==> config.mk <==
export PLATFORM = sky130hd
export DESIGN_NAME = wdec_despread
export DESIGN_NICKNAME = d
export VERILOG_FILES = /design/src/rtl/wdec_pkg.sv /design/src/rtl/wdec_code_pool.sv /design/src/rtl/wdec_accum.sv /design/src/rtl/wdec_decide.sv /design/src/rtl/wdec_despread.sv
export SDC_FILE = /design/constraint.sdc
export NUM_CORES = 1
export LEC_CHECK = 0
export ABC_AREA = 1
export BUFFER_PORTS_ARGS = -buffer_cell sky130_fd_sc_hd__buf_2
export CORE_MARGIN = 3
export CORE_UTILIZATION = 55
export CTS_CLUSTER_DIAMETER = 50
export CTS_CLUSTER_SIZE = 8
export DETAILED_ROUTE_END_ITERATION = 12
export PLACE_DENSITY = 0.78
export SYNTH_ARGS = -nofsm -noshare
export SYNTH_HDL_FRONTEND = slang
export SYNTH_SLANG_ARGS = --single-unit
==> constraint.sdc <==
create_clock -name clk -period 6.8 [get_ports clk]
set_input_delay 0.34 -clock clk [delete_from_list [all_inputs] [get_ports clk]]
set_output_delay 0.34 -clock clk [all_outputs]
set_load 0.01 [all_outputs]
==> src/rtl/wdec_pkg.sv <==
package wdec_pkg;

  localparam int unsigned CHIPS_DEF  = 8;
  localparam int unsigned CHIP_W_DEF = 3;
  localparam int unsigned ACC_W_DEF  = 5;

  typedef enum logic {
    MODE_SERIAL   = 1'b0,
    MODE_PARALLEL = 1'b1
  } wdec_mode_e;

endpackage

==> src/rtl/wdec_code_pool.sv <==
module wdec_code_pool #(
  parameter int unsigned CHIPS = wdec_pkg::CHIPS_DEF
) (
  input  logic                       clk,
  input  logic                       rst_n,
  input  logic                       en,
  input  logic [$clog2(CHIPS)-1:0]   code_num,
  input  logic                       par_sel,
  input  logic                       beat,
  output logic                       armed,
  output logic                       par_q,
  output logic                       code_ok,
  output logic [$clog2(CHIPS)-1:0]   code_q,
  output logic [CHIPS-1:0]           code_vec,
  output logic                       cur_bit,
  output logic                       judge
);
  import wdec_pkg::*;

  localparam int unsigned CODE_W = $clog2(CHIPS);
  localparam logic [CODE_W-1:0] LAST = CODE_W'(CHIPS - 1);

  logic              en_q;
  wdec_mode_e        mode_q;
  logic [CODE_W-1:0] idx_q;
  logic [CODE_W-1:0] row_sel;

  // capture code number and mode on the first enabled cycle
  always_ff @(posedge clk or negedge rst_n) begin
    if (!rst_n) begin
      en_q   <= 1'b0;
      code_q <= '0;
      mode_q <= MODE_SERIAL;
    end else begin
      en_q <= en;
      if (en && !en_q) begin
        code_q <= code_num;
        mode_q <= par_sel ? MODE_PARALLEL : MODE_SERIAL;
      end
    end
  end

  // chip position inside a serial symbol
  always_ff @(posedge clk or negedge rst_n) begin
    if (!rst_n) begin
      idx_q <= '0;
    end else if (!en) begin
      idx_q <= '0;
    end else if (beat && mode_q == MODE_SERIAL) begin
      idx_q <= (idx_q == LAST) ? '0 : idx_q + CODE_W'(1);
    end
  end

  // Walsh row (n+1): chip j is the parity of row AND j
  assign row_sel = code_q + CODE_W'(1);

  for (genvar j = 0; j < CHIPS; j++) begin : g_chip
    assign code_vec[j] = ^(row_sel & CODE_W'(j));
  end

  assign par_q   = (mode_q == MODE_PARALLEL);
  assign code_ok = (code_q != LAST);
  assign armed   = en & en_q;
  assign cur_bit = code_vec[idx_q];
  assign judge   = par_q | (idx_q == LAST);

endmodule

==> src/rtl/wdec_accum.sv <==
module wdec_accum #(
  parameter int unsigned CHIPS  = wdec_pkg::CHIPS_DEF,
  parameter int unsigned CHIP_W = wdec_pkg::CHIP_W_DEF,
  parameter int unsigned ACC_W  = wdec_pkg::ACC_W_DEF
) (
  input  logic                    clk,
  input  logic                    rst_n,
  input  logic                    en,
  input  logic                    beat,
  input  logic                    par_q,
  input  logic                    judge,
  input  logic                    code_ok,
  input  logic [CHIPS-1:0]        code_vec,
  input  logic                    cur_bit,
  input  logic [CHIPS*CHIP_W-1:0] chips,
  output logic [ACC_W-1:0]        pos_tot,
  output logic [ACC_W-1:0]        neg_tot,
  output logic [ACC_W-1:0]        pos_acc,
  output logic [ACC_W-1:0]        neg_acc
);

  logic [CHIP_W-1:0] lane [CHIPS];
  logic [ACC_W-1:0]  par_pos, par_neg;
  logic [ACC_W-1:0]  ser_pos, ser_neg;

  // an unassigned code contributes nothing to either side
  for (genvar j = 0; j < CHIPS; j++) begin : g_lane
    assign lane[j] = code_ok ? chips[j*CHIP_W +: CHIP_W] : '0;
  end

  // whole-symbol classification in one pass
  always_comb begin
    par_pos = '0;
    par_neg = '0;
    for (int j = 0; j < CHIPS; j++) begin
      if (code_vec[j]) par_neg = par_neg + ACC_W'(lane[j]);
      else             par_pos = par_pos + ACC_W'(lane[j]);
    end
  end

  // one chip per beat, arriving on lane 0
  always_comb begin
    ser_pos = pos_acc;
    ser_neg = neg_acc;
    if (cur_bit) ser_neg = neg_acc + ACC_W'(lane[0]);
    else         ser_pos = pos_acc + ACC_W'(lane[0]);
  end

  assign pos_tot = par_q ? par_pos : ser_pos;
  assign neg_tot = par_q ? par_neg : ser_neg;

  always_ff @(posedge clk or negedge rst_n) begin
    if (!rst_n) begin
      pos_acc <= '0;
      neg_acc <= '0;
    end else if (!en) begin
      pos_acc <= '0;
      neg_acc <= '0;
    end else if (beat && !par_q) begin
      if (judge) begin
        pos_acc <= '0;
        neg_acc <= '0;
      end else begin
        pos_acc <= ser_pos;
        neg_acc <= ser_neg;
      end
    end
  end

endmodule

==> src/rtl/wdec_decide.sv <==
module wdec_decide #(
  parameter int unsigned ACC_W = wdec_pkg::ACC_W_DEF
) (
  input  logic             clk,
  input  logic             rst_n,
  input  logic             take,
  input  logic             code_ok,
  input  logic [ACC_W-1:0] pos_tot,
  input  logic [ACC_W-1:0] neg_tot,
  input  logic             out_ready,
  output logic             out_valid,
  output logic             out_bit,
  output logic             space
);

  always_ff @(posedge clk or negedge rst_n) begin
    if (!rst_n) begin
      out_valid <= 1'b0;
      out_bit   <= 1'b0;
    end else if (take) begin
      out_valid <= 1'b1;
      out_bit   <= code_ok && (pos_tot > neg_tot);
    end else if (out_ready) begin
      out_valid <= 1'b0;
    end
  end

  assign space = !out_valid || out_ready;

endmodule

==> src/rtl/wdec_despread.sv <==
module wdec_despread #(
  parameter int unsigned CHIPS  = wdec_pkg::CHIPS_DEF,
  parameter int unsigned CHIP_W = wdec_pkg::CHIP_W_DEF,
  parameter int unsigned ACC_W  = wdec_pkg::ACC_W_DEF
) (
  input  logic                      clk,
  input  logic                      rst_n,
  input  logic                      dec_en,
  input  logic [$clog2(CHIPS)-1:0]  code_num,
  input  logic                      par_mode,
  input  logic                      in_valid,
  output logic                      in_ready,
  input  logic [CHIPS*CHIP_W-1:0]   in_chips,
  output logic                      out_valid,
  input  logic                      out_ready,
  output logic                      out_bit
);

  localparam int unsigned CODE_W = $clog2(CHIPS);

  logic              armed, par_q, code_ok, cur_bit, judge;
  logic              beat, space;
  logic [CODE_W-1:0] code_q;
  logic [CHIPS-1:0]  code_vec;
  logic [ACC_W-1:0]  pos_tot, neg_tot, pos_acc, neg_acc;

  assign in_ready = armed && space;
  assign beat     = in_valid && in_ready;

  wdec_code_pool #(.CHIPS(CHIPS)) u_pool (
    .clk      (clk),
    .rst_n    (rst_n),
    .en       (dec_en),
    .code_num (code_num),
    .par_sel  (par_mode),
    .beat     (beat),
    .armed    (armed),
    .par_q    (par_q),
    .code_ok  (code_ok),
    .code_q   (code_q),
    .code_vec (code_vec),
    .cur_bit  (cur_bit),
    .judge    (judge)
  );

  wdec_accum #(.CHIPS(CHIPS), .CHIP_W(CHIP_W), .ACC_W(ACC_W)) u_acc (
    .clk      (clk),
    .rst_n    (rst_n),
    .en       (dec_en),
    .beat     (beat),
    .par_q    (par_q),
    .judge    (judge),
    .code_ok  (code_ok),
    .code_vec (code_vec),
    .cur_bit  (cur_bit),
    .chips    (in_chips),
    .pos_tot  (pos_tot),
    .neg_tot  (neg_tot),
    .pos_acc  (pos_acc),
    .neg_acc  (neg_acc)
  );

  wdec_decide #(.ACC_W(ACC_W)) u_dec (
    .clk       (clk),
    .rst_n     (rst_n),
    .take      (beat && judge),
    .code_ok   (code_ok),
    .pos_tot   (pos_tot),
    .neg_tot   (neg_tot),
    .out_ready (out_ready),
    .out_valid (out_valid),
    .out_bit   (out_bit),
    .space     (space)
  );

endmodule

==> impl_metrics.tcl, run 1 <==
set metrics [dict create \
    status "complete, but fails checks" \
    violations "negative setup slack" \
    vdd_drop_max_uv 189.2 \
    postSynthCellCount 608 \
    grt_usage_pct 25.76 \
    drc 0 \
    leakage_nw 2.651 \
    die_y_um 89.79 \
    wirelength_um 10410 \
    syn_area_sq_mm 0.003861 \
    power.density_mw_per_mm2 419.3 \
    core_area_sq_mm 0.006568 \
    met3_usage_pct 1.753 \
    swShare_pct 51.27 \
    r2r_slack_ns -0.05 \
    pwr-share-clk_pct 4.5 \
    start_util_pct 58.79 \
    rows 29 \
    dp.cells 761 \
    synth.area.top_cells "ha_1 (17%), nand2_1 (15%), dfrtp_1 (13%)" \
    grt_pass1_vias 4136 \
    relSlewSlack_pct 58.13 \
    postSynthAreaPerCell_sq_um 6.351 \
    clock_path_buffers 2 \
    hp-class "in2async" \
    crit_arrival_ns 7.05 \
    synth_edf_count 0 \
    slew_violations 0 \
    clock-sinks 20 \
    nNetsFinal 791 \
    synth_seq_cells 20 \
    path_max_fanout 5 \
    timing.fmax_mhz 146.0 \
    yosysWarnings 0 \
    grt_max_degree 21 \
    clk_latency_ns 0.26 \
    dp_hpwl_um 8319 \
    cts_tree "built" \
    cts_made_buffers 3 \
    power_frac_seq_pct 6.9 \
    synth_cell_type_count 43 \
    fin_skew_ns 0.007139 \
    slowest_delay_ns 0.47 \
    pin_count 36 \
    syn_nets 710 \
    max_slew.worst_pin.slew_ns 0.6280 \
    setup_tns_ns -0.04784 \
    drive_gt1_share_pct 23.98 \
    clk_pin_slew_ns 0.08 \
    ys_seq_area_share_pct 12.96 \
    first_pass_iters 5 \
    crit_required_ns 7.00 \
    io_buffers 35 \
    synth_flop_cell "dfrtp_1" \
    grt_use_met1_pct 32.76 \
    crit_path_start_kind "flip-flop" \
    crit_slowest_cell "fa_1" \
    intPower_uw 975.4 \
    yosysTopAreaCell "ha_1" \
    worstSetupPathType "reg2reg" \
    hold_viol 0 \
    combPwrFrac_pct 88.6 \
    grt_busiest_layer "met2" \
    grt_setup_unrepaired "true" \
    antenna_found_initial 0 \
    setup-violations-final 1 \
    synthArstFlopShare_pct 100.0 \
    gp_congestion 0.8888 \
    place_area_sq_mm 0.004446 \
    dieArea_sq_mm 0.008061 \
    ant_nets 0 \
    use_met2_pct 47.24 \
    routed-via-count 4189 \
    wire_per_inst_um 13.33 \
    crit_top_cell "ha_4" \
    final_area_sq_mm 0.004775 \
    grt-ovfl-total 0 \
    final.setup.worst_slack_ns -0.04784 \
    cts_root_buf "clkbuf_8" \
    drtIter0Drc 183 \
    post-route-min-period_ns 6.848 \
    p_switching_mw 1.026 \
    synth_top_area_share_pct 17.50 \
    area_delta_synth_final_pct 23.66 \
    grt_pass1_wl_um 17800 \
    period_share_pct 100.7 \
    diodes 0 \
    die_w_um 89.79 \
    instances_no_fill 781 \
    max_cap_viol_count 0 \
    vias_per_cell 5.364 \
    hold_buffers 0 \
    cts_htree_levels 1 \
    end_kind "flip-flop" \
]
worst max-delay path, delay by kind of cell, from the launching register on:
kind,cells,cell delay (ns)
flops,1,0.39
buf+inv,5,0.32
xor+xnor,2,0.29
simple gates,11,1.28
fa+ha+maj,11,3.28
compound gates,9,1.22
synthesized netlist by cell type, types with 6 or more instances:
cell type and number:
a21oi_1 26, a31oi_1 6, dfrtp_1 20, fa_1 15, ha_1 54, inv_1 112
nand2_1 153, nand2_2 6, nand3_1 44, nor2_1 58, o21ai_0 33, o21ai_1 10
xor2_1 9
worst paths after layout:
| check | from | end | cells past startpoint |
|---|---|---|---|
| worst max-delay path | u_pool.code_q[0] | u_dec.out_bit | 38 |
| worst min-delay path | rst_n | u_pool.par_q | 1 |
| worst max register to register | u_pool.code_q[0] | u_dec.out_bit | 38 |
| worst min register to register | u_dec.out_bit | u_dec.out_bit | 2 |
| max in group asynchronous | rst_n | u_pool.code_q[0] | 1 |
| min in group clk | out_ready | u_dec.out_valid | 2 |
cell type report:
cell class                 count  area, sq um
clock buffer                   4        55.05
multi-input combinational    459         3079
fill                         527         1793
sequential                    20        501.7
tap                           93        116.4
inverter                     119        451.7
timing repair buffer          86        570.5
power by group through the flow:
stage,Combinational [mW],Clock (mW),Sequential (mW)
3_5_place_dp,1.54,0,0.138
2_1_floorplan,1.10,0,0.136
5_1_grt,2.00,0.0957,0.139
3_3_place_gp,1.48,0,0.137
6_report,1.77,0.0899,0.138
4_1_cts,1.66,0.0907,0.137
cells in the final DEF, fill, tap and decap left out, types with 11 or more instances in the layout:
cell type	netlist	final
nand2_1	153	148
inv_1	112	106
nor2_1	58	53
buf_4	2	50
ha_1	54	46
nand3_1	44	43
buf_2	2	35
o21ai_0	33	29
a21oi_1	26	22
dfrtp_1	20	19
o21ai_2	5	12
inv_2	5	11
nand2_2	6	11
flip-flops by register name, summed over array words and instances (netlist names):
register,flops
u_acc.neg_acc,5
u_acc.pos_acc,5
u_pool.code_q,3
u_pool.idx_q,3
u_dec.out_bit,1
u_dec.out_valid,1
u_pool.en_q,1
u_pool.par_q,1
metal layers:
layer  part of all wire (%)  vias to the layer above
li1                       -                     2104
met1                     43                     1926
met2                     51                      139
met3                    4.4                       20
met4                    2.0                        0
met5                      0                        -
what timing repair did:
item,in CTS,in global routing
pin swaps,30,25
buffers inserted,10,6
gates resized for setup,23,21
setup endpoints to repair,1,1
kinds of logic (layout without fill, tap and decap cells):
group	after synthesis	in the layout	share of synthesized area, %
and+or+nand+nor	275	275	30.01
xor gates and xnor gates	15	15	3.597
muxes	2	2	0.5832
adders and majority gates	69	69	25.28
buffers and inverters	129	209	12.93
AOI/OAI and AO/OA	98	98	14.65
DFF	20	20	12.96
per-stage QoR:
step | hold WS, ns | util, % | setup slack (ns) | total power, mW
after global routing | 0.04012 | 72.70 | -0.3516 | 2.233
after global placement | 0.3098 | 67.69 | -0.4635 | 1.617
after CTS | 0.03089 | 70.85 | -0.01191 | 1.889
after detailed placement | 0.3154 | 67.69 | -0.5318 | 1.682
after floorplan | 0.04441 | - | 0.006855 | 1.236
final | 0.01589 | 72.70 | -0.04784 | 2.002
(Power assumes the default switching activity.)
==> run 2, diff against run 1 <==
--- a/config.mk
+++ b/config.mk
@@ -9,4 +9,6 @@
 export BUFFER_PORTS_ARGS = -buffer_cell sky130_fd_sc_hd__buf_2
+export CELL_PAD_IN_SITES_DETAIL_PLACEMENT = 1
+export CELL_PAD_IN_SITES_GLOBAL_PLACEMENT = 2
 export CORE_MARGIN = 3
-export CORE_UTILIZATION = 55
+export CORE_UTILIZATION = 30
 export CTS_CLUSTER_DIAMETER = 50
@@ -14,3 +16,3 @@
 export DETAILED_ROUTE_END_ITERATION = 12
-export PLACE_DENSITY = 0.78
+export PLACE_DENSITY_LB_ADDON = 0.1
 export SYNTH_ARGS = -nofsm -noshare
--- a/constraint.sdc
+++ b/constraint.sdc
@@ -3,2 +3,2 @@
 set_output_delay 0.34 -clock clk [all_outputs]
-set_load 0.01 [all_outputs]
+set_load 0.1 [all_outputs]
==> run 2 against run 1 <==
Against the previous run:
- the run still ends with negative setup slack left
- routed wire length up 18%
- register-to-register slack got worse by 0.06 ns
- hold slack improved by 0.019 ns
- clock-buffer cell count is the same
- largest cell class unchanged
==> impl_metrics.tcl, run 2 (same netlist as run 1, synthesis figures left out) <==
set metrics [dict create \
    pwr-share-clk_pct 6.4 \
    nNetsFinal 802 \
    final.setup.worst_slack_ns -0.1118 \
    io_buffers 35 \
    wire_per_inst_um 14.18 \
    drtIter0Drc 115 \
    crit_top_cell "ha_4" \
    intPower_mw 1.040 \
    start_util_pct 31.36 \
    first_pass_iters 4 \
    vias_per_cell 4.742 \
    slew_violations 0 \
    die_w_um 119.5 \
    area_delta_synth_final_pct 28.13 \
    clk_latency_ns 0.25 \
    p_switching_mw 1.063 \
    cts_tree "built" \
    leakage_nw 2.719 \
    grt_max_degree 21 \
    crit_slowest_cell "fa_1" \
    path_max_fanout 5 \
    routed-via-count 4111 \
    hold_buffers 0 \
    crit_arrival_ns 7.11 \
    slowest_delay_ns 0.55 \
    preCtsSetupSlack_ns -0.8258 \
    die_y_um 119.5 \
    rows 40 \
    dp.cells 855 \
    vdd_drop_max_uv 124.3 \
    clock_path_buffers 2 \
    place_area_sq_mm 0.004682 \
    relSlewSlack_pct 60.09 \
    wirelength_um 12290 \
    grt_pass1_vias 4284 \
    violations "negative setup slack" \
    antenna_found_initial 0 \
    cts_made_buffers 3 \
    drc 0 \
    r2r_start "u_pool.code_q[1]" \
    pin_count 36 \
    status "complete, but fails checks" \
    period_share_pct 101.6 \
    max_slew.worst_pin.slew_ns 0.5986 \
    clk_pin_slew_ns 0.06 \
    cts_htree_levels 1 \
    final_area_sq_mm 0.004947 \
    layout_commonest_cell "nand2_1" \
    power_frac_seq_pct 6.5 \
    worstSetupPathType "reg2reg" \
    gp_congestion 0.8407 \
    grt_pass1_wl_um 20800 \
    clock-sinks 20 \
    drive_gt1_share_pct 23.03 \
    mostFrequentLayoutCells "nand2_1 (150), inv_1 (109), buf_4 (61), nor2_1 (55), ha_1 (46)" \
    combPwrFrac_pct 87.1 \
    grt_usage_pct 17.58 \
    reg_top3 "u_acc.neg_acc: 5 flops, u_acc.pos_acc: 5 flops" \
    setup-violations-final 1 \
    hold_viol 0 \
    max_cap_viol_count 0 \
    end_kind "flip-flop" \
    grt_setup_unrepaired "true" \
    dieArea_sq_mm 0.01427 \
    swShare_pct 50.55 \
    ant_nets 0 \
    startpoint "u_pool.code_q[1]" \
    core_area_sq_mm 0.01231 \
    dp_hpwl_um 10480 \
    post-route-min-period_ns 6.912 \
    crit_required_ns 6.99 \
    diodes 0 \
    grt-ovfl-total 0 \
    cts_root_buf "clkbuf_16" \
    crit_path_start_kind "flip-flop" \
    power.density_mw_per_mm2 425.1 \
    instances_no_fill 867 \
    hp-class "in2async" \
    fin_skew_ns 0.001156 \
    timing.fmax_mhz 144.7 \
]
==> run 2: cell types whose count changed in the layout (fill, tap and decap cells not counted), sizes merged <==
cell,change
buf,+11
==> run 2: metrics by stage <==
stage | hold WS, ns | utilization, % | power (mW) | TNS, ns
6_report | 0.03504 | 40.18 | 2.103 | -0.1118
5_1_grt | 0.06842 | 40.18 | 2.372 | -0.4954
4_1_cts | 0.05656 | 40.18 | 2.128 | -0.1424
3_5_place_dp | 0.3253 | 38.03 | 1.855 | -0.8258
3_3_place_gp | 0.3304 | 38.03 | 1.811 | -0.7312
2_1_floorplan | 0.04441 | - | 1.262 | 0
==> run 2: area by class of cell <==
cell class	count	area [sq um]
flip-flops and latches	20	501.7
inverters	119	451.7
well taps	168	210.2
fillers	1638	7365
clock buffers	4	88.84
repair buffers	97	653.1
multi-input cells	459	3042
==> run 2: path summary, 6_finish.rpt <==
path | end | slack, ns | depth (start not counted)
max reg2reg | u_dec.out_bit | -0.11 | 40
min reg2reg | u_dec.out_bit | 0.47 | 2
max in group asynchronous | u_pool.code_q[0] | 6.41 | 1
min | u_acc.neg_acc[3] | 0.04 | 1
min in group clk | u_dec.out_valid | 0.28 | 2
max | u_dec.out_bit | -0.11 | 40
==> run 2: what timing repair did <==
action | in CTS | in global routing
endpoints found under the setup margin | 1 | 1
pin swaps | 33 | 1
setup buffers | 8 | 0
gates resized for setup | 32 | 0
==> run 2: routing by layer <==
| layer | routed length, um | up-vias | part of all wire [%] | global-route usage, % |
|---|---|---|---|---|
| met5 | 0 | - | 0 | 0 |
| met4 | 74 | 0 | 0.60 | 2.076 |
| met3 | 90 | 7 | 0.73 | 0.5698 |
| met2 | 5962 | 27 | 48 | 31.57 |
| met1 | 6167 | 1965 | 50 | 24.18 |
| li1 | - | 2112 | - | - |
==> run 2: power by group through the flow <==
stage | registers [mW] | clock network, mW | logic, mW
global placement | 0.137 | 0 | 1.67
detailed placement | 0.138 | 0 | 1.72
floorplan | 0.160 | 0 | 1.10
finish | 0.137 | 0.134 | 1.83
CTS | 0.138 | 0.137 | 1.85
global route | 0.139 | 0.144 | 2.09
==> run 2: critical path: cells and delay by family (launching register included) <==
kind / cells / cell delay (ns)
fa+ha+maj: 11 / 3.13
compound gates: 8 / 1.13
simple gates: 11 / 1.10
xor+xnor: 4 / 0.61
buf+inv: 6 / 0.49
flops: 1 / 0.40
